<file path="src/rtl/bgc_pkg.sv">
package bgc_pkg;
  typedef enum logic [1:0] {
    ST_OWNED      = 2'd0,
    ST_RELEASING  = 2'd1,
    ST_GRANTED    = 2'd2,
    ST_RECLAIMING = 2'd3
  } bus_state_e;
endpackage

</file>
<file path="src/rtl/bgc_req_sync.sv">
module bgc_req_sync #(
  parameter int STAGES = 2
) (
  input  logic clk,
  input  logic rst_n,
  input  logic req_async_n,
  output logic req_seen
);
  logic [STAGES-1:0] chain;

  generate
    for (genvar i = 0; i < STAGES; i++) begin : g_stage
      if (i == 0) begin : g_first
        always_ff @(posedge clk or negedge rst_n)
          if (!rst_n) chain[0] <= 1'b0;
          else        chain[0] <= ~req_async_n;
      end else begin : g_next
        always_ff @(posedge clk or negedge rst_n)
          if (!rst_n) chain[i] <= 1'b0;
          else        chain[i] <= chain[i-1];
      end
    end
  endgenerate

  assign req_seen = chain[STAGES-1];

  initial assert (STAGES >= 2) else $error("synchroniser needs two stages");

  // the recognised request is the previous stage delayed by one edge
  assert_sync_shift_R2: assert property (@(posedge clk) disable iff (!rst_n)
    $past(rst_n) |-> (req_seen == $past(chain[STAGES-2])));
endmodule

</file>
<file path="src/rtl/bgc_fsm.sv">
module bgc_fsm
  import bgc_pkg::*;
(
  input  logic       clk,
  input  logic       rst_n,
  input  logic       req_seen,
  input  logic       xfer_busy,
  output bus_state_e state
);
  bus_state_e nxt;

  always_comb begin
    nxt = state;
    unique case (state)
      ST_OWNED:      if (req_seen && !xfer_busy) nxt = ST_RELEASING;
      ST_RELEASING:  nxt = ST_GRANTED;
      ST_GRANTED:    if (!req_seen) nxt = ST_RECLAIMING;
      ST_RECLAIMING: nxt = ST_OWNED;
      default:       nxt = ST_OWNED;
    endcase
  end

  always_ff @(posedge clk or negedge rst_n)
    if (!rst_n) state <= ST_OWNED;
    else        state <= nxt;

  // a busy external access keeps the bus owned
  assert_busy_holdoff_R4: assert property (@(posedge clk) disable iff (!rst_n)
    (state == ST_OWNED && xfer_busy) |=> state == ST_OWNED);
  // the release step lasts one cycle and leads to the grant
  assert_release_step_R3: assert property (@(posedge clk) disable iff (!rst_n)
    state == ST_RELEASING |=> state == ST_GRANTED);
  // the reclaim step lasts one cycle and leads back to ownership
  assert_reclaim_step_R5: assert property (@(posedge clk) disable iff (!rst_n)
    state == ST_RECLAIMING |=> state == ST_OWNED);
endmodule

</file>
<file path="src/rtl/bgc_outputs.sv">
module bgc_outputs
  import bgc_pkg::*;
#(
  parameter int NUM_SEL = 5
) (
  input  logic               clk,
  input  logic               rst_n,
  input  bus_state_e         state,
  input  logic               core_need,
  output logic [NUM_SEL-1:0] sel_oe,
  output logic               rd_oe,
  output logic               wr_oe,
  output logic               grant_n,
  output logic               hung_n,
  output logic               core_stall
);
  logic owned;
  logic granted;
  logic settle_tail;

  assign owned   = (state == ST_OWNED);
  assign granted = (state == ST_GRANTED);

  generate
    for (genvar i = 0; i < NUM_SEL; i++) begin : g_sel
      assign sel_oe[i] = owned;
    end
  endgenerate

  assign rd_oe   = owned;
  assign wr_oe   = owned;
  assign grant_n = ~granted;
  assign hung_n  = ~(granted & core_need);

  always_ff @(posedge clk or negedge rst_n)
    if (!rst_n) settle_tail <= 1'b0;
    else        settle_tail <= (state == ST_RECLAIMING);

  assign core_stall = core_need & (~owned | settle_tail);

  // no strobe is driven while the grant is active
  assert_no_drive_in_grant_R3: assert property (@(posedge clk) disable iff (!rst_n)
    !grant_n |-> (sel_oe == '0 && !rd_oe && !wr_oe));
  // grant falls only after strobes were already off
  assert_grant_after_off_R3: assert property (@(posedge clk) disable iff (!rst_n)
    $fell(grant_n) |-> !$past(rd_oe));
  // strobes return only after the grant was already released
  assert_reenable_after_ungrant_R5: assert property (@(posedge clk) disable iff (!rst_n)
    $rose(rd_oe) |-> $past(grant_n));
  // hung-grant only during a grant
  assert_hung_only_granted_R6: assert property (@(posedge clk) disable iff (!rst_n)
    !hung_n |-> !grant_n);
  // a core that does not need the bus is never stalled
  assert_stall_needs_core_R7: assert property (@(posedge clk) disable iff (!rst_n)
    core_stall |-> core_need);
endmodule

</file>
<file path="src/rtl/bus_grant_ctrl.sv">
module bus_grant_ctrl
  import bgc_pkg::*;
#(
  parameter int NUM_SEL     = 5,
  parameter int SYNC_STAGES = 2
) (
  input  logic               clk,
  input  logic               rst_n,
  input  logic               ext_req_n,
  input  logic               core_need,
  input  logic               xfer_busy,
  output logic [NUM_SEL-1:0] sel_oe,
  output logic               rd_oe,
  output logic               wr_oe,
  output logic               grant_n,
  output logic               hung_n,
  output logic               core_stall
);
  logic       req_seen;
  bus_state_e state;

  bgc_req_sync #(.STAGES(SYNC_STAGES)) u_sync (
    .clk(clk), .rst_n(rst_n), .req_async_n(ext_req_n), .req_seen(req_seen)
  );

  bgc_fsm u_fsm (
    .clk(clk), .rst_n(rst_n), .req_seen(req_seen), .xfer_busy(xfer_busy),
    .state(state)
  );

  bgc_outputs #(.NUM_SEL(NUM_SEL)) u_out (
    .clk(clk), .rst_n(rst_n), .state(state), .core_need(core_need),
    .sel_oe(sel_oe), .rd_oe(rd_oe), .wr_oe(wr_oe), .grant_n(grant_n),
    .hung_n(hung_n), .core_stall(core_stall)
  );
endmodule

</file>
<file path="config.mk">
export PLATFORM = sky130hd
export DESIGN_NAME = bus_grant_ctrl
export DESIGN_NICKNAME = d
export VERILOG_FILES = /design/src/rtl/bgc_pkg.sv /design/src/rtl/bgc_req_sync.sv /design/src/rtl/bgc_fsm.sv /design/src/rtl/bgc_outputs.sv /design/src/rtl/bus_grant_ctrl.sv
export SDC_FILE = /design/constraint.sdc
export NUM_CORES = 1
export LEC_CHECK = 0
export BUFFER_PORTS_ARGS = -buffer_cell sky130_fd_sc_hd__buf_2
export CAP_MARGIN = 20
export CELL_PAD_IN_SITES_DETAIL_PLACEMENT = 0
export CELL_PAD_IN_SITES_GLOBAL_PLACEMENT = 2
export CORE_AREA = 2 2 39 41
export DETAILED_ROUTE_END_ITERATION = 8
export DIE_AREA = 0 0 41 43
export GPL_TIMING_DRIVEN = 0
export PLACE_DENSITY = 0.67
export SLEW_MARGIN = 20
export SYNTH_ARGS = -nofsm -noshare
export SYNTH_HDL_FRONTEND = slang
export SYNTH_SLANG_ARGS = --single-unit
</file>
<file path="constraint.sdc">
create_clock -name clk -period 2.7 [get_ports clk]
set_clock_uncertainty 0.05 [all_clocks]
set_input_delay 0.54 -clock clk [delete_from_list [all_inputs] [get_ports clk]]
set_output_delay 0.54 -clock clk [all_outputs]
set_load 0.02 [all_outputs]
</file>
---- Word level (Yosys, flattened, before mapping) ----
Cells that the tools add are included.
W data, S select, Z words.
word-level totals
  bits in registers ....................... 5
  word-level logic and storage cells ...... 23
operators by class
  equal/unequal tests ..................... 5
  multiplexer cells ....................... 3
  bitwise operators ....................... 7
  reduce and logical (&&, ||, !) cells .... 4
operator list
  kind                  count
  $pmux W2 S4           1
  $eq A2 B2 Y1 const B  2
  $mux W2               2
  $ne A2 B2 Y1 const B  2
  $not A1 Y1            4
  $and A1 B1 Y1         2
  $eq A2 B1 Y1 const B  1
  $logic_not A2 Y1      1
  $reduce_and A2 Y1     1
  $logic_and A1 B1 Y1   1
  $logic_not A1 Y1      1
  $or A1 B1 Y1          1

---- Longest topological paths before layout ----
Gate-level depths: netlist (run 1).
  depth in word-level cells ............... 4
  depth in mapped cells ................... 5
  mapped depth without buffers ............ 5

---- Cells and area by module ----
Synthesis (run 1) repeated with hierarchy kept, for this count alone.
second synthesis, totals
  cell total of the unflattened synthesis .. 27
  area total of the unflattened synthesis .. 289.0 um2
modules (own cells, without submodules)
  module        instances  cells each  area each (um2)  sequential area each (um2)
  bgc_fsm       1          12          131.4            50.0
  bgc_outputs   1          12          103.8            25.0
  bgc_req_sync  1          3           53.8             50.0

---- Least setup slack after synthesis (run 1) ----
OpenSTA, ideal clock, no wires.
  kind .................................... register to output
  start point ............................. reg u_fsm.state[0]
  end point ............................... out core_stall
  data arrival time ....................... 1.331 ns
  path slack .............................. 0.779 ns
  stages on the path, launching flop included .. 4
  cell sequence ........................... dfrtp_1 -> inv_1 -> ha_1 -> a21boi_0
between the ends
  word-level cells in the longest chain between the ends .. 4
RTL lines
  what                      RTL line              RTL
  start: declaration        bgc_fsm.sv:8          output bus_state_e state
  start signal: assignment  bgc_fsm.sv:25         else state <= nxt;
  $logic_not A2 Y1          bgc_outputs.sv:21     assign owned = (state == ST_OWNED);
  named net rd_oe           bus_grant_ctrl.sv:13  output logic rd_oe,
  $not A1 Y1                bgc_outputs.sv:39     assign core_stall = core_need & (~owned | settle_tail);
  $or A1 B1 Y1              bgc_outputs.sv:39
  $and A1 B1 Y1             bgc_outputs.sv:39
  end: declaration          bus_grant_ctrl.sv:17  output logic core_stall
The timed path passes the listed nets, and every way through them passes these cells.

---- Worst setup path after layout (run 1) ----
  start point ............................. reg u_fsm.state[0]
  end point ............................... out core_stall
between the ends
  word-level cells in the longest chain between the ends .. 4
RTL lines
  what              RTL line
  $logic_not A2 Y1  bgc_outputs.sv:21
  $not A1 Y1        bgc_outputs.sv:39
  $or A1 B1 Y1      bgc_outputs.sv:39
  $and A1 B1 Y1     bgc_outputs.sv:39
Every way passes these cells.

==> results of run 1 <==
sequential cells by signal (all words and copies together), names as in the netlist:
| register | count |
|---|---|
| u_sync.chain | 1 |
| u_sync.req_seen | 1 |
| u_out.settle_tail | 1 |
| u_fsm.state | 2 |
per-stage QoR:
stage,utilization (%),hold slack (ns)
after global routing,30.3,0.0526
after floorplan,-,0.194
after CTS,30.3,0.0494
after detailed placement,28.4,0.290
after global placement,28.4,0.284
final,30.3,0.0593
cells by family after synthesis:
group | Yosys count | synth area share, %
buffers and inverters | 11 | 21.1
adders and majority gates | 4 | 16.5
DFF | 5 | 41.3
and+or+nand+nor | 3 | 5.37
muxes | 1 | 4.96
AOI/OAI and AO/OA | 4 | 10.7
per-layer routing:
layer	vias up	part of all wire [%]	global-route usage [%]
met5	-	0	0
met4	0	0	8.00
met3	0	16	3.14
met2	14	43	9.69
met1	98	41	5.56
li1	116	-	-
area by class of cell:
type | instances | area [sq um] | area share [%]
Tap cell | 16 | 20.0 | 4.78
Buffer | 6 | 45.0 | 10.7
Clock buffer | 4 | 26.3 | 6.27
Multi-Input combinational cell | 12 | 114 | 27.2
Timing Repair Buffer | 14 | 70.1 | 16.7
Inverter | 5 | 18.8 | 4.48
Sequential cell | 5 | 125 | 29.9
power groups by stage:
stage / clock, mW / combinational [mW] / sequential [mW]
final: 0.0820 / 0.377 / 0.119
after global routing: 0.0931 / 0.422 / 0.122
after CTS: 0.0884 / 0.385 / 0.119
after detailed placement: 0 / 0.382 / 0.120
after global placement: 0 / 0.381 / 0.118
after floorplan: 0 / 0.291 / 0.115
synthesized netlist by cell type:
library cell / number
buf_4: 6
dfrtp_1: 5
inv_1: 5
ha_1: 4
a211o_1: 1
a21boi_0: 1
a21oi_2: 1
and2_1: 1
mux2_4: 1
nand2_1: 1
nand2b_1: 1
o21a_1: 1
how the worst max path moves through the flow:
| stage | from | endpoint | slack [ns] |
|---|---|---|---|
| final | u_fsm.state[0]$_DFFE_PN0P_ | core_stall | 0.71 |
| after global placement | u_fsm.state[0]$_DFFE_PN0P_ | wr_oe | 0.97 |
| after detailed placement | u_fsm.state[0]$_DFFE_PN0P_ | core_stall | 0.94 |
| after global routing | u_fsm.state[1]$_DFFE_PN0P_ | core_stall | 0.56 |
| after CTS | u_fsm.state[0]$_DFFE_PN0P_ | core_stall | 0.67 |
| after floorplan | u_fsm.state[0]$_DFFE_PN0P_ | core_stall | 0.78 |
==> qor.yml, run 1 <==
placement:
  preCtsSetupSlack_ns: 0.935
  place.port_buffers: 14
  placed_cell_area_sq_um: 393
  place.gp.congestion: 0.688
  dpl.cell_count: 58
power_and_ir_drop:
  power_density_nw_per_um2: 1380
  seqPwrFrac_pct: 20.5
  power.switching_uw: 243
  cellLeakagePower_nw: 0.244
  switching_share_pct: 42.1
  clkPwrFrac_pct: 14.2
  power.internal_uw: 334
  fin_total_pwr_uw: 578
  p_comb_share_pct: 65.3
  peakVddDrop_v: 0.000383
setup_path:
  critPathKind: "reg -> out"
  worst-path-max-fanout: 10
  critical_path_buf_inv_count: 2
  r2r-start: "u_fsm.state[0]$_DFFE_PN0P_"
  endpoint_kind: "primary output"
  ff2ff_path_depth: 5
  r2r_end: "u_fsm.state[1]$_DFFE_PN0P_"
  cp.required_ns: 2.11
  worst_ep_arrival_time_ns: 1.40
  crit_path_max_incr_delay_ns: 0.39
  cp_slowest_cell: "dfrtp_1"
  r2r_slack_ns: 1.23
  crit_chain: "inv_1, ha_1, a21boi_0, buf_2"
  crit_cells: 4
  startpoint_type: "flop"
  crit_family: "flip-flops"
floorplan:
  initial_core_util_pct: 21.9
  fp-row-count: 14
  die_area_sq_um: 1760
  ioPinCount: 15
  die_x_um: 41
  core_sq_um: 1380
  die_height_um: 43
synthesis:
  syn_inst: 28
  synth_top_area_cell: "dfrtp_1"
  netlist.area_leader.share_pct: 41.3
  synth-seq-cells: 5
  seq_area_frac_synth_pct: 41.3
  ys_types: 12
  synth_area_sq_um: 303
  yosysWarnings: 0
  synth_area_leaders: "dfrtp_1, ha_1, buf_4"
  syn_avg_cell_area_sq_um: 10.8
  synth_nets: 37
clocking:
  clock_latency_ns: 0.23
  post_cts.repair.setup_buffers: 0
  ctsResizeCount: 0
  cts_max_level: 1
  clock-sinks: 5
  hold_buffers: 0
  path_clk_slew_ns: 0.04
  cts_tree: "built"
  root_buffer: "clkbuf_4"
  numCtsBuffers: 3
  cts_buffer_depth: 2
cells_and_area:
  diodes: 0
  nets: 56
  instances_no_fill: 62
  mostFrequentLayoutCell: "buf_2"
  drive_gt1_share_pct: 54.3
  nFillCells: 144
  layout_common_cells: "buf_2, buf_4, inv_1, dfrtp_1, ha_1"
  final_area_sq_um: 419
  area_delta_synth_final_pct: 38.4
grt:
  grt_pass1_vias: 215
  gr-total-overflow: 0
  grt_antenna_before_repair: 0
  grt_pass1_wl_um: 731
  grt_max_degree: 11
  grt_usage_pct: 6.66
sta:
  rsz0062_at_grt: "no"
  setup_violations: 0
  fin_tns_setup_ns: 0
  slew_viol_final: 0
  final-hold-violation-count: 0
  finalCritPeriodShare_pct: 73.7
  worstMarginPinSlew_ns: 0.325
  finalWorstSetupSlack_ns: 0.711
  max_freq_mhz: 503
  finalCriticalPeriod_ns: 1.99
  timing.slew.headroom_pct: 78.3
drt:
  wirelength_um: 496
  vias: 228
  routedWlPerCell_um: 8.00
  drt-vias-per-instance: 3.68
  drt_iter0_markers: 3
  drc_errors: 0
  drtPass1Iterations: 3
  ant_nets: 0
run_status:
  outcome: "finished clean"
flow_run:
  maxCapViolCount: 0
worst_hold_path:
  hold_path_class: "in -> async"
Power figures use the tool's default switching activity.
==> inputs of run 2 (changes only) <==
Settings changed: ABC_AREA set to 1, CORE_AREA 2 2 39 41 to unset, CORE_UTILIZATION set to 22, DIE_AREA 0 0 41 43 to unset, PLACE_DENSITY 0.67 to 0.68.
Clock period 2.7 ns to 1.9 ns, I/O delays scaled along.
==> run 2 against run 1 <==
Sequential share of layout area decreased by 0.53 points. Power increased by 45%. Largest power group unchanged. Critical path type unchanged. Utilization increased by 5.7 points. Global-route usage increased by 3.0 points. Via count increased by 7.0%. Highest routed layer unchanged. Sequential power increased by 39%.
==> qor.yml, run 2 <==
run_status:
  outcome: "finished clean"
floorplan:
  ioPinCount: 15  # unchanged
  die_x_um: 38.9  # -5.0%
  fp-row-count: 12  # -2
  core_sq_um: 1190  # -14%
  die_height_um: 38.9  # -9.4%
  die_area_sq_um: 1520  # -14%
  initial_core_util_pct: 25.3  # +3.4 points
grt:
  grt_antenna_before_repair: 0  # unchanged
  grt_pass1_vias: 215  # unchanged
  grt_usage_pct: 9.65  # +3.0 points
  grt_pass1_wl_um: 855  # +17%
  grt_max_degree: 10  # -1
  gr-total-overflow: 0  # unchanged
synthesis:
  synth-seq-cells: 5  # unchanged
  syn_avg_cell_area_sq_um: 8.83  # -18%
  synth_area_sq_um: 300  # -0.83%
  netlist.area_leader.share_pct: 41.7  # +0.34 points
  yosysWarnings: 0  # unchanged
  synth_async_sr_flop_share_pct: 100  # unchanged
  synth_edf_count: 0  # unchanged
  synth_top_area_cell: "dfrtp_1"
  seq_area_frac_synth_pct: 41.7  # +0.34 points
  syn_inst: 34  # +21%
  synthTopCellsByCount: "nand2_1, buf_4, inv_1"
  ys.flop_type: "dfrtp_1"
  synth_area_leaders: "dfrtp_1, ha_1, buf_4"
  ys_types: 8  # -4
  synth_most_common_cell: "nand2_1"
  synth_nets: 43  # +16%
drt:
  wirelength_um: 561  # +13%
  ant_nets: 0  # unchanged
  drt_iter0_markers: 0  # -3
  drc_errors: 0  # unchanged
  vias: 244  # +7.0%
  routedWlPerCell_um: 8.37  # +4.7%
  drtPass1Iterations: 1  # -2
  drt-vias-per-instance: 3.64  # -0.97%
cells_and_area:
  drive_gt1_share_pct: 45.3  # -9.1 points
  nFillCells: 129  # -10%
  nets: 63  # +13%
  mostFrequentLayoutCell: "buf_2"
  layout_common_cells: "buf_2, nand2_1, inv_1, buf_4, dfrtp_1"
  final_area_sq_um: 427  # +1.8%
  area_delta_synth_final_pct: 42.1
  top_register: "u_fsm.state"
  multiInputGateArea_sq_um: 110  # -3.3%
  final_util_pct: 36.0  # +5.7 points
  ff_latch_area_sq_um: 125  # unchanged
  diodes: 0  # unchanged
  largest_register_ffs: 2  # unchanged
sta:
  final-hold-violation-count: 0  # unchanged
  timing.slew.headroom_pct: 89.0  # +11 points
  rsz0062_at_grt: "no"
  finalWorstSetupSlack_ns: 0.155  # -0.555 ns
  finalCritPeriodShare_pct: 91.8
  finalCriticalPeriod_ns: 1.74
  worstMarginPinSlew_ns: 0.164  # -0.160 ns
  fin_tns_setup_ns: 0  # unchanged
  max_freq_mhz: 573
  slew_viol_final: 0  # unchanged
  setup_violations: 0  # unchanged
setup_path:
  crit_start: "u_fsm.state[1]$_DFFE_PN0P_"
  critPathKind: "reg -> out"
  cp.required_ns: 1.47  # -0.64 ns
  r2r-start: "u_fsm.state[0]$_DFFE_PN0P_"
  worst-path-max-fanout: 9  # -1
  r2r_end: "u_fsm.state[0]$_DFFE_PN0P_"
  startpoint_type: "flop"
  r2r_slack_ns: 0.66  # -0.57 ns
  endpoint_kind: "primary output"
  ff2ff_path_depth: 5  # unchanged
  worst_ep_arrival_time_ns: 1.31  # -0.09 ns
power_and_ir_drop:
  power_density_nw_per_um2: 1960  # +42%
  peakVddDrop_v: 0.000464  # +21%
  cellLeakagePower_nw: 0.254  # +4.1%
worst_hold_path:
  whs_endpoint: "u_sync.chain[0]$_DFF_PN0_"
  min_from: "ext_req_n"
  hold_path_class: "in -> reg"
  whs_path_depth: 2
clocking:
  root_buffer: "clkbuf_4"
  cts_max_level: 1  # unchanged
  clock_latency_ns: 0.24  # about the same
  cts_buffer_depth: 2  # unchanged
  path_clk_slew_ns: 0.05  # about the same
  cts_tree: "built"
  numCtsBuffers: 3  # unchanged
  clock-sinks: 5  # unchanged
placement:
  placed_cell_area_sq_um: 388  # -1.3%
  preCtsSetupSlack_ns: 0.325  # -0.611 ns
  place.port_buffers: 14  # unchanged
  place.gp.congestion: 0.729  # +5.9%
flow_run:
  maxCapViolCount: 0  # unchanged
## run 2: through the flow
stage / cells / hold slack (ns) / power [mW]
after detailed placement: 62 / 0.149 / 0.713
final: 67 / 0.224 / 0.837
after CTS: 67 / 0.224 / 0.846
after global placement: 62 / 0.142 / 0.706
after global routing: 67 / 0.228 / 0.923
after floorplan: 34 / 0.0344 / 0.569
## run 2: critical path, cell delays in order (launching register included)
cell and delay [ns]:
dfrtp_1 0.39, inv_1 0.08, ha_2 0.23, a21boi_0 0.19, buf_2 0.19
## run 2: report_power, final
part / switching [mW] / internal (mW) / leakage, nW
sequential: 0.0242 / 0.142 / 0.0607
clock: 0.0459 / 0.0795 / 0.0150
combinational: 0.311 / 0.235 / 0.178
## run 2: layer usage
metal | vias up | global-route usage (%) | share of wire (%) | wire length (um)
met5 | - | 0 | 0 | 0
met2 | 13 | 12.9 | 47 | 262
met4 | 0 | 12.9 | 0 | 0
met3 | 0 | 3.47 | 6.4 | 36
li1 | 132 | - | - | -
met1 | 99 | 10.0 | 47 | 263
## run 2: kinds of logic (layout without fill, tap and decap cells)
logic type / Yosys count / after routing / synth area share, %
adders and majority gates: 4 / 4 / 16.7
AOI/OAI and AO/OA: 1 / 1 / 2.50
buffers and inverters: 12 / 31 / 22.5
and+or+nand+nor: 12 / 12 / 16.7
DFF: 5 / 5 / 41.7
## run 2: layout make-up
type                            instances  area share (%)
Multi-Input combinational cell         17            25.8
Clock buffer                            4            6.16
Inverter                                6            5.28
Tap cell                               14            4.11
Buffer                                  6            10.6
Sequential cell                         5            29.3
Timing Repair Buffer                   15            18.8
## run 2: how the worst max path moves through the flow
stage                       endpoint  slack (ns)  cells after the start
after floorplan           core_stall        0.15                      3
after global placement     sel_oe[0]        0.37                      4
after detailed placement   sel_oe[3]        0.32                      4
after CTS                  sel_oe[3]        0.05                      4
after global routing      core_stall        0.07                      4
final                     core_stall        0.16                      4
## run 2: timing repair
item                       4_1_cts  5_1_grt
setup endpoints to repair        0        7
gates resized for setup          0        1
hold buffers                     1        0
hold endpoints to repair         5        0
buffers inserted                 0        0
